### src/rtl/sia_pkg.sv
package sia_pkg;
  typedef enum logic [2:0] {
    OP_IDLE = 3'd0,
    OP_ADD  = 3'd1,
    OP_SUB  = 3'd2,
    OP_SHR  = 3'd3,
    OP_SHL  = 3'd4,
    OP_MUL  = 3'd5,
    OP_MADD = 3'd6,
    OP_MSUB = 3'd7
  } sia_op_e;
endpackage

### src/rtl/sia_regbank.sv
module sia_regbank #(
  parameter int DW   = 16,
  parameter int NREG = 16,
  parameter int NRD  = 4,
  localparam int AW  = $clog2(NREG)
) (
  input  logic          clk,
  input  logic          rst,
  input  logic          we,
  input  logic [AW-1:0] waddr,
  input  logic [DW-1:0] wdata,
  input  logic [AW-1:0] raddr [NRD],
  output logic [DW-1:0] rdata [NRD]
);
  logic [DW-1:0] mem_q [NREG];

  always_ff @(posedge clk) begin
    if (rst) begin
      for (int i = 0; i < NREG; i++) mem_q[i] <= '0;
    end else if (we) begin
      mem_q[waddr] <= wdata;
    end
  end

  // each read sees the write that lands at the coming edge
  for (genvar p = 0; p < NRD; p++) begin : g_rd
    assign rdata[p] = (we && waddr == raddr[p]) ? wdata : mem_q[raddr[p]];
  end

  AST_WRITE_LANDS: assert property (@(posedge clk) disable iff (rst)
    we |=> mem_q[$past(waddr)] == $past(wdata));
endmodule

### src/rtl/sia_operand.sv
module sia_operand #(
  parameter int DW  = 16,
  parameter int OPW = 7,
  parameter int AW  = 4
) (
  input  logic           dyn,
  input  logic [OPW-1:0] field,
  input  logic [DW-1:0]  regval,
  output logic [AW-1:0]  sel,
  output logic [DW-1:0]  value
);
  assign sel   = field[AW-1:0];
  assign value = dyn ? regval : {{(DW-OPW){1'b0}}, field};
endmodule

### src/rtl/sia_alu.sv
module sia_alu
  import sia_pkg::*;
#(
  parameter int DW  = 16,
  localparam int SHW = $clog2(DW)
) (
  input  sia_op_e       op,
  input  logic [DW-1:0] a,
  input  logic [DW-1:0] b,
  input  logic [DW-1:0] prev,
  output logic [DW-1:0] result,
  output logic          writes
);
  logic [DW-1:0] prod;
  assign prod = a * b;

  always_comb begin
    writes = 1'b1;
    unique case (op)
      OP_ADD:  result = a + b;
      OP_SUB:  result = a - b;
      OP_SHR:  result = a >> b[SHW-1:0];
      OP_SHL:  result = a << b[SHW-1:0];
      OP_MUL:  result = prod;
      OP_MADD: result = prev + prod;
      OP_MSUB: result = prev - prod;
      default: begin
        result = '0;
        writes = 1'b0;
      end
    endcase
  end
endmodule

### src/rtl/sia_top.sv
module sia_top
  import sia_pkg::*;
#(
  parameter int DW   = 16,
  parameter int NREG = 16,
  parameter int OPW  = 7,
  localparam int AW  = $clog2(NREG)
) (
  input  logic           clk,
  input  logic           rst,
  input  logic           instr_valid,
  input  logic [2:0]     mode,
  input  logic           op1_dyn,
  input  logic [OPW-1:0] op1_field,
  input  logic           op2_dyn,
  input  logic [OPW-1:0] op2_field,
  input  logic [AW-1:0]  dest,
  input  logic [AW-1:0]  rd_addr,
  output logic [DW-1:0]  rd_data,
  output logic           wr_done
);
  localparam int NRD = 4; // op1, op2, previous destination, external

  logic [AW-1:0] raddr [NRD];
  logic [DW-1:0] rdata [NRD];
  logic [DW-1:0] a_val, b_val, alu_res;
  logic          alu_wr;

  logic          pend_q;
  logic [AW-1:0] pend_dst_q;
  logic [DW-1:0] pend_val_q;
  logic          done_q;
  logic [DW-1:0] rd_q;

  sia_regbank #(.DW(DW), .NREG(NREG), .NRD(NRD)) bank_i (
    .clk(clk), .rst(rst),
    .we(pend_q), .waddr(pend_dst_q), .wdata(pend_val_q),
    .raddr(raddr), .rdata(rdata)
  );

  sia_operand #(.DW(DW), .OPW(OPW), .AW(AW)) opa_i (
    .dyn(op1_dyn), .field(op1_field), .regval(rdata[0]),
    .sel(raddr[0]), .value(a_val)
  );

  sia_operand #(.DW(DW), .OPW(OPW), .AW(AW)) opb_i (
    .dyn(op2_dyn), .field(op2_field), .regval(rdata[1]),
    .sel(raddr[1]), .value(b_val)
  );

  assign raddr[2] = dest;
  assign raddr[3] = rd_addr;

  sia_alu #(.DW(DW)) alu_i (
    .op(sia_op_e'(mode)), .a(a_val), .b(b_val), .prev(rdata[2]),
    .result(alu_res), .writes(alu_wr)
  );

  always_ff @(posedge clk) begin
    if (rst) begin
      pend_q     <= 1'b0;
      pend_dst_q <= '0;
      pend_val_q <= '0;
      done_q     <= 1'b0;
      rd_q       <= '0;
    end else begin
      pend_q     <= instr_valid && alu_wr;
      pend_dst_q <= dest;
      pend_val_q <= alu_res;
      done_q     <= pend_q;
      rd_q       <= rdata[3];
    end
  end

  assign rd_data = rd_q;
  assign wr_done = done_q;

  AST_IDLE_QUIET: assert property (@(posedge clk) disable iff (rst)
    (instr_valid && mode == 3'd0 && !pend_q) |=> ##1 !wr_done);
  AST_DONE_TIMING: assert property (@(posedge clk) disable iff (rst)
    (instr_valid && mode != 3'd0) |=> ##1 wr_done);
  AST_DONE_CAUSE: assert property (@(posedge clk) disable iff (rst)
    $rose(wr_done) |-> $past(pend_q));
  AST_NO_DONE_IDLE: assert property (@(posedge clk) disable iff (rst)
    (!instr_valid || mode == 3'd0) |=> !pend_q);
endmodule

### config.mk
export PLATFORM = sky130hd
export DESIGN_NAME = sia_top
export DESIGN_NICKNAME = d
export VERILOG_FILES = /design/src/rtl/sia_pkg.sv /design/src/rtl/sia_regbank.sv /design/src/rtl/sia_operand.sv /design/src/rtl/sia_alu.sv /design/src/rtl/sia_top.sv
export SDC_FILE = /design/constraint.sdc
export NUM_CORES = 1
export LEC_CHECK = 0
export BUFFER_PORTS_ARGS = -buffer_cell sky130_fd_sc_hd__buf_2
export CORE_MARGIN = 2
export CORE_UTILIZATION = 59
export DETAILED_ROUTE_END_ITERATION = 12
export PLACE_DENSITY = 0.79
export SYNTH_ARGS = -nofsm -noshare
export SYNTH_HDL_FRONTEND = slang
export SYNTH_SLANG_ARGS = --single-unit
### constraint.sdc
create_clock -name clk -period 9.7 [get_ports clk]
set_input_delay 1.455 -clock clk [delete_from_list [all_inputs] [get_ports clk]]
set_output_delay 1.455 -clock clk [all_outputs]
set_load 0.02 [all_outputs]
Word-level counts from Yosys, hierarchy flattened
Memories as Yosys holds them, arrays and structs flattened. A register that Yosys moved wholly into a read port is not among the register bits.
Index checks and enable logic that the tools add are counted.
{"block": "classes", "n_eq_ne": 10, "muxes": 15, "mul": 1, "n_shift": 2, "n_reduce_logical": 6, "add_sub_neg": 4}
{"op": "16-bit one-hot mux with 7 select lines", "n": 1}
{"op": "16-bit 2-to-1 mux", "n": 6}
{"op": "16-bit adder", "n": 2}
{"op": "16-bit subtractor", "n": 2}
{"op": "16-bit by 16-bit multiplier with 16-bit output", "n": 1}
{"op": "16-bit OR reduction", "n": 1}
{"op": "16-bit by 4-bit << shifter with 16-bit output", "n": 1}
{"op": "16-bit by 4-bit >> shifter with 16-bit output", "n": 1}
{"op": "3-bit == test, second input constant", "n": 4}
{"op": "4-bit == test", "n": 3}
{"op": "1-bit 2-to-1 mux", "n": 7}
{"op": "7-bit OR reduction", "n": 1}
{"op": "3-bit by 2-bit == test with 1-bit output, second input constant", "n": 2}
{"op": "1-bit logical AND", "n": 4}
{"op": "4-bit 2-to-1 mux", "n": 1}
{"op": "3-bit by 1-bit == test with 1-bit output, second input constant", "n": 1}
{"block": "totals", "in_bits": 30, "out_inout_bits": 17, "mem_count": 1, "regBits": 22, "word_cells": 43, "ram_bits": 256}
{"name": "bank_i.mem_q", "depth": 16, "word_bits": 16, "read_ports": 4, "rd_ports_with_merged_regs": 1, "write_ports": 16, "line": "sia_regbank.sv:15", "source": "logic [DW-1:0] mem_q [NREG];"}

Depth between registers and ports, before layout
{"block": "logic_depth", "ltp_word": 7, "mapped_depth": 41, "ltp_nobuf": 35}

By module
From an unflattened synthesis, not the netlist that was laid out.
{"block": "hier_totals", "cells_unflattened": 2378, "area_unflattened_um2": 28080.7}
{"module": "sia_regbank", "seq_area_each_um2": 7687.4, "cells_per_inst": 1225, "instances": 1, "area_each_um2": 18925.7}
{"module": "sia_alu", "seq_area_each_um2": 0.0, "cells_per_inst": 1029, "instances": 1, "area_each_um2": 7558.5}
{"module": "sia_top", "seq_area_each_um2": 760.7, "cells_per_inst": 80, "instances": 1, "area_each_um2": 1213.7}
{"module": "sia_operand", "seq_area_each_um2": 0.0, "cells_per_inst": 22, "instances": 2, "area_each_um2": 191.4}

Worst setup path before layout
OpenSTA, ideal clock, no wires.
{"block": "synth_path", "path_kind": "input port to flip-flop", "startpoint": "input port op2_field[3]", "endpoint": "register pend_val_q[15]", "setup_ns": 0.125, "n_path_buf": 6, "required_time_ns": 9.575, "arrival_time_ns": 10.200, "slack_ns": -0.625, "cell_stages": 34, "path_cell_list": "buf_2 -> buf_1 -> inv_2 -> mux2i_1 -> o311ai_1 -> clkbuf_1 -> clkbuf_1 -> buf_1 -> nand2_1 -> fa_1 -> fa_1 -> fa_1 -> fa_1 -> inv_1 -> fa_1 -> inv_1 -> fa_1 -> inv_1 -> ha_1 -> clkbuf_1 -> nor2_1 -> o211ai_1 -> o211a_1 -> o311ai_0 -> nor4bb_1 -> a21oi_1 -> xor2_1 -> ha_1 -> o41ai_1 -> xnor2_1 -> xor3_1 -> and2_1 -> o31ai_1 -> a31oi_1"}
{"block": "synth_between", "elab_chain_len": 7, "word_cells_on_any_way": 13, "classes_between": "add/sub (4); mul (1); eq/ne (1); shift (2); mux (3); reduce/logical (1); memory (1)"}
{"item": "start: declaration", "line": "sia_top.sv:16", "source": "input logic [OPW-1:0] op2_field,"}
{"item": "branches (longest 3 deep; another with memory read 16 x 16 bit)"}
{"item": "16-bit 2-to-1 mux (*)", "line": "sia_operand.sv:13", "source": "assign value = dyn ? regval : {{(DW-OPW){1'b0}}, field};"}
{"item": "16-bit by 16-bit multiplier with 16-bit output", "line": "sia_alu.sv:15", "source": "assign prod = a * b;"}
{"item": "16-bit subtractor or 16-bit adder (tied branches)", "line": "sia_alu.sv:26, sia_alu.sv:25"}
{"item": "16-bit one-hot mux with 7 select lines (*)", "line": "sia_alu.sv:19", "source": "unique case (op)"}
{"item": "end signal: assignment", "line": "sia_top.sv:69", "source": "pend_val_q <= alu_res;"}
{"item": "end: declaration", "line": "sia_top.sv:31", "source": "logic [DW-1:0] pend_val_q;"}
Mark *: on every way between the ends.
A chain may end at the register's enable or synchronous reset.

Worst setup path after layout
{"block": "layout_path", "startpoint": "input port op1_field[1]", "endpoint": "register pend_val_q[15]"}
{"block": "layout_between", "elab_chain_len": 7, "word_cells_on_any_way": 13, "classes_between": "add/sub (4); mul (1); eq/ne (1); shift (2); mux (3); reduce/logical (1); memory (1)"}
{"item": "start: declaration", "line": "sia_top.sv:14", "source": "input logic [OPW-1:0] op1_field,"}
{"item": "branches (longest 3 deep; another with memory read 16 x 16 bit)"}
{"item": "16-bit 2-to-1 mux (*)", "line": "sia_operand.sv:13"}
{"item": "16-bit by 16-bit multiplier with 16-bit output", "line": "sia_alu.sv:15"}
{"item": "16-bit subtractor or 16-bit adder (tied branches)", "line": "sia_alu.sv:26, sia_alu.sv:25"}
{"item": "16-bit one-hot mux with 7 select lines (*)", "line": "sia_alu.sv:19"}
Marks and branches as above.

==> results.sh <==
export IMPL_overflow=0
export IMPL_worst_slew_pin_slew_ns=1.15
export IMPL_postLayoutCoreUtil_pct=68.2
export IMPL_dp_hpwl_um=70400
export IMPL_max_freq_ghz=0.107
export IMPL_status="finished, final reports clean"
export IMPL_start_util_pct=59.5
export IMPL_critPathBufInv=9
export IMPL_slew_headroom_pct=23.4
export IMPL_syn2layout_area_growth_pct=14.6
export IMPL_power_frac_comb_pct=53.4
export IMPL_end_kind="register"
export IMPL_crit_slowest_cell="fa_1"
export IMPL_hold_violations=0
export IMPL_die_y_um=218
export IMPL_p_total_mw=6.08
export IMPL_antenna_found_initial=5
export IMPL_netlist_instances=2308
export IMPL_rr_worst_depth=34
export IMPL_io_pins=47
export IMPL_setup_viol=0
export IMPL_cts_buffer_depth=3
export IMPL_die_area_um2=47300
export IMPL_fp_coreArea_um2=45200
export IMPL_startpoint_type="input port"
export IMPL_insertion_delay_ns=0.61
export IMPL_drive_gt1_share_pct=31.1
export IMPL_synthTopCellsByArea="edfxtp_1, mux4_2, and2_1"
export IMPL_port_buffers=46
export IMPL_synth_top_area_share_pct=28.6
export IMPL_worst_ep_arrival_time_ns=9.82
export IMPL_finClkSkew_ns=0.0260
export IMPL_holdWs_ns=0.803
export IMPL_path_depth=37
export IMPL_ctsHtreeMaxLevel=1
export IMPL_r2r_start="pend_dst_q[1]"
export IMPL_setup_worst_path_class="input port to register"
export IMPL_synth_distinct_cells=88
export IMPL_totalWireLength_um=99600
export IMPL_grt_pass1_vias=23000
export IMPL_grt_max_degree=41
export IMPL_avgViaCountPerCell=7.23
export IMPL_sw_frac_of_total_pct=40.3
export IMPL_rows=78
export IMPL_async_flop_share_pct=0
export IMPL_drc=0
export IMPL_synth_top_area_cell="edfxtp_1"
export IMPL_yosys_register_bits=294
export IMPL_drtIter0Drc=3013
export IMPL_path_clk_slew_ns=0.07
export IMPL_numCtsBuffers=29
export IMPL_synth_edf_count=256
export IMPL_synth_fp_nets=2503
export IMPL_gp_congestion=1.03
export IMPL_internal_power_mw=3.63
export IMPL_maxCapViolCount=0
export IMPL_cts_root_buffer="clkbuf_16"
export IMPL_pwr_share_seq_pct=26.9
export IMPL_worstPathRequired_ns=10.14
export IMPL_yosys_warnings=0
export IMPL_final_common_cell="mux4_2"
export IMPL_timing_final_max_slew_violations=0
export IMPL_path_delay_family="adder cells"
export IMPL_cts_hold_fix_buffers=0
export IMPL_fin_area_um2=30800
export IMPL_die_width_um=218
export IMPL_seq_area_frac_synth_pct=31.4
export IMPL_synthesis_area_um2=26900
export IMPL_critPathMaxStageDelay_ns=0.55
export IMPL_ant_nets=0
export IMPL_power_switching_mw=2.45
export IMPL_grt_pass1_wl_um=146000
export IMPL_avgSynthCellArea_um2=11.7
export IMPL_fin_setup_tns_ns=0
export IMPL_post_route_period_util_pct=96.8
export IMPL_min_period_ns=9.39
export IMPL_cpMostUsedCell="fa_1"
export IMPL_wl_per_cell_um=31.9
export IMPL_num_vias=22600
export IMPL_final_cell_mix="mux4_2, and2_1, buf_4"
export IMPL_tritoncts="built"
export IMPL_p_clk_share_pct=19.7
export IMPL_first_pass_iters=6
export IMPL_hold_class="register to register"
export IMPL_clock_sinks=294
export IMPL_p_per_area_nw_per_um2=197
export IMPL_gr_usage_all_layers_pct=42.4
export IMPL_r2r_end="pend_val_q[15]"
export IMPL_ir_drop_mv=0.242
export IMPL_p_leak_nw=12.2
export IMPL_worstPathMaxFanout=12
export IMPL_synth_top_flop_cell="edfxtp_1"
export IMPL_num_nets_final=2689
export IMPL_reg2reg_slack_ns=0.72
export IMPL_dpl_cell_area_um2=29600
export IMPL_setup_worst_path_start="op1_field[1]"
export IMPL_cp_endpoint="pend_val_q[15]"
-- final cells by class --
class	count	area [µm²]
multi-input combinational	1664	17300
fill	3196	14400
sequential	294	8450
timing repair buffer	342	2760
clock buffer	37	766
tap	600	751
inverter	163	612
clock inverter	16	205
antenna	5	12.5
-- metrics by stage --
stage | worst slack [ns] | instances
5_1_grt | -0.0413 | 3117
3_3_place_gp | -0.320 | 3054
4_1_cts | 0.0205 | 3109
6_report | 0.314 | 3121
2_1_floorplan | 0.000679 | 2308
3_5_place_dp | -0.615 | 3054
-- worst register-to-register path: cells and delay by family, from the launching register on --
family                     cells  cell delay [ns]
adders and majority gates      8             3.68
DFF                            1             0.85
and+or+nand+nor                7             1.21
buffers and inverters          7             0.68
xor gates and xnor gates       4             1.05
AOI/OAI and AO/OA              8             1.35
-- power by group through the flow --
stage / logic [mW] / registers [mW] / clock network [mW]
2_1_floorplan: 1.98 / 1.51 / 0
3_3_place_gp: 3.03 / 1.63 / 0
3_5_place_dp: 3.09 / 1.65 / 0
4_1_cts: 3.12 / 1.62 / 1.18
5_1_grt: 3.48 / 1.64 / 1.24
6_report: 3.25 / 1.63 / 1.20
-- worst min-delay path by stage --
stage,from,end,slack (ns),cells past startpoint
after floorplan,pend_val_q[10],rd_data[10],0.65,3
after global placement,pend_q,wr_done,0.75,1
after detailed placement,pend_q,wr_done,0.75,1
after CTS,pend_q,wr_done,0.77,1
after global routing,pend_q,wr_done,0.81,1
final,pend_q,wr_done,0.80,1
-- cells by family after synthesis --
group                      Yosys count  synth area share (%)
AOI/OAI and AO/OA                  329                  8.46
xor gates and xnor gates            94                  3.25
adders and majority gates          165                  9.97
buffers and inverters              351                  5.34
DFF                                294                  31.4
muxes                              355                  27.5
and+or+nand+nor                    720                  14.1
-- sequential cells by signal (all words and copies together) (netlist names) --
register / cells
pend_q: 1
wr_done: 1
pend_val_q: 16
bank_i.mem_q: 256
rd_data: 16
pend_dst_q: 4
-- Yosys cell counts (18+ instances only) --
cell type / count
mux4_2: 298
and2_1: 276
edfxtp_1: 256
inv_1: 155
nor2_1: 141
nand2_1: 133
clkbuf_1: 129
ha_1: 83
fa_1: 82
a21oi_1: 70
xnor2_1: 61
o21ai_0: 52
dfxtp_1: 38
nor2b_1: 34
mux2i_1: 31
xor2_1: 29
nand3_1: 27
buf_1: 24
nor3_1: 24
nand2b_1: 23
buf_2: 22
a221oi_1: 21
mux2_2: 21
or2_2: 20
a31oi_1: 18
-- per-layer routing --
metal / track usage, % / vias to the layer above / routed length [µm]
met5: 0 / - / 14
met4: 34.6 / 2 / 10200
met3: 11.6 / 632 / 13700
met2: 67.4 / 2041 / 45500
met1: 48.1 / 10900 / 30200
li1: - / 8997 / -
-- timing repair --
item | 4_1_cts | 5_1_grt
cloned | 0 | 3
resized for setup | 1 | 31
endpoints found under the hold margin | 0 | 0
setup endpoints to repair | 1 | 1
pin swaps | 3 | 13
buffers inserted | 2 | 4
Power figures use the tool's default switching activity.
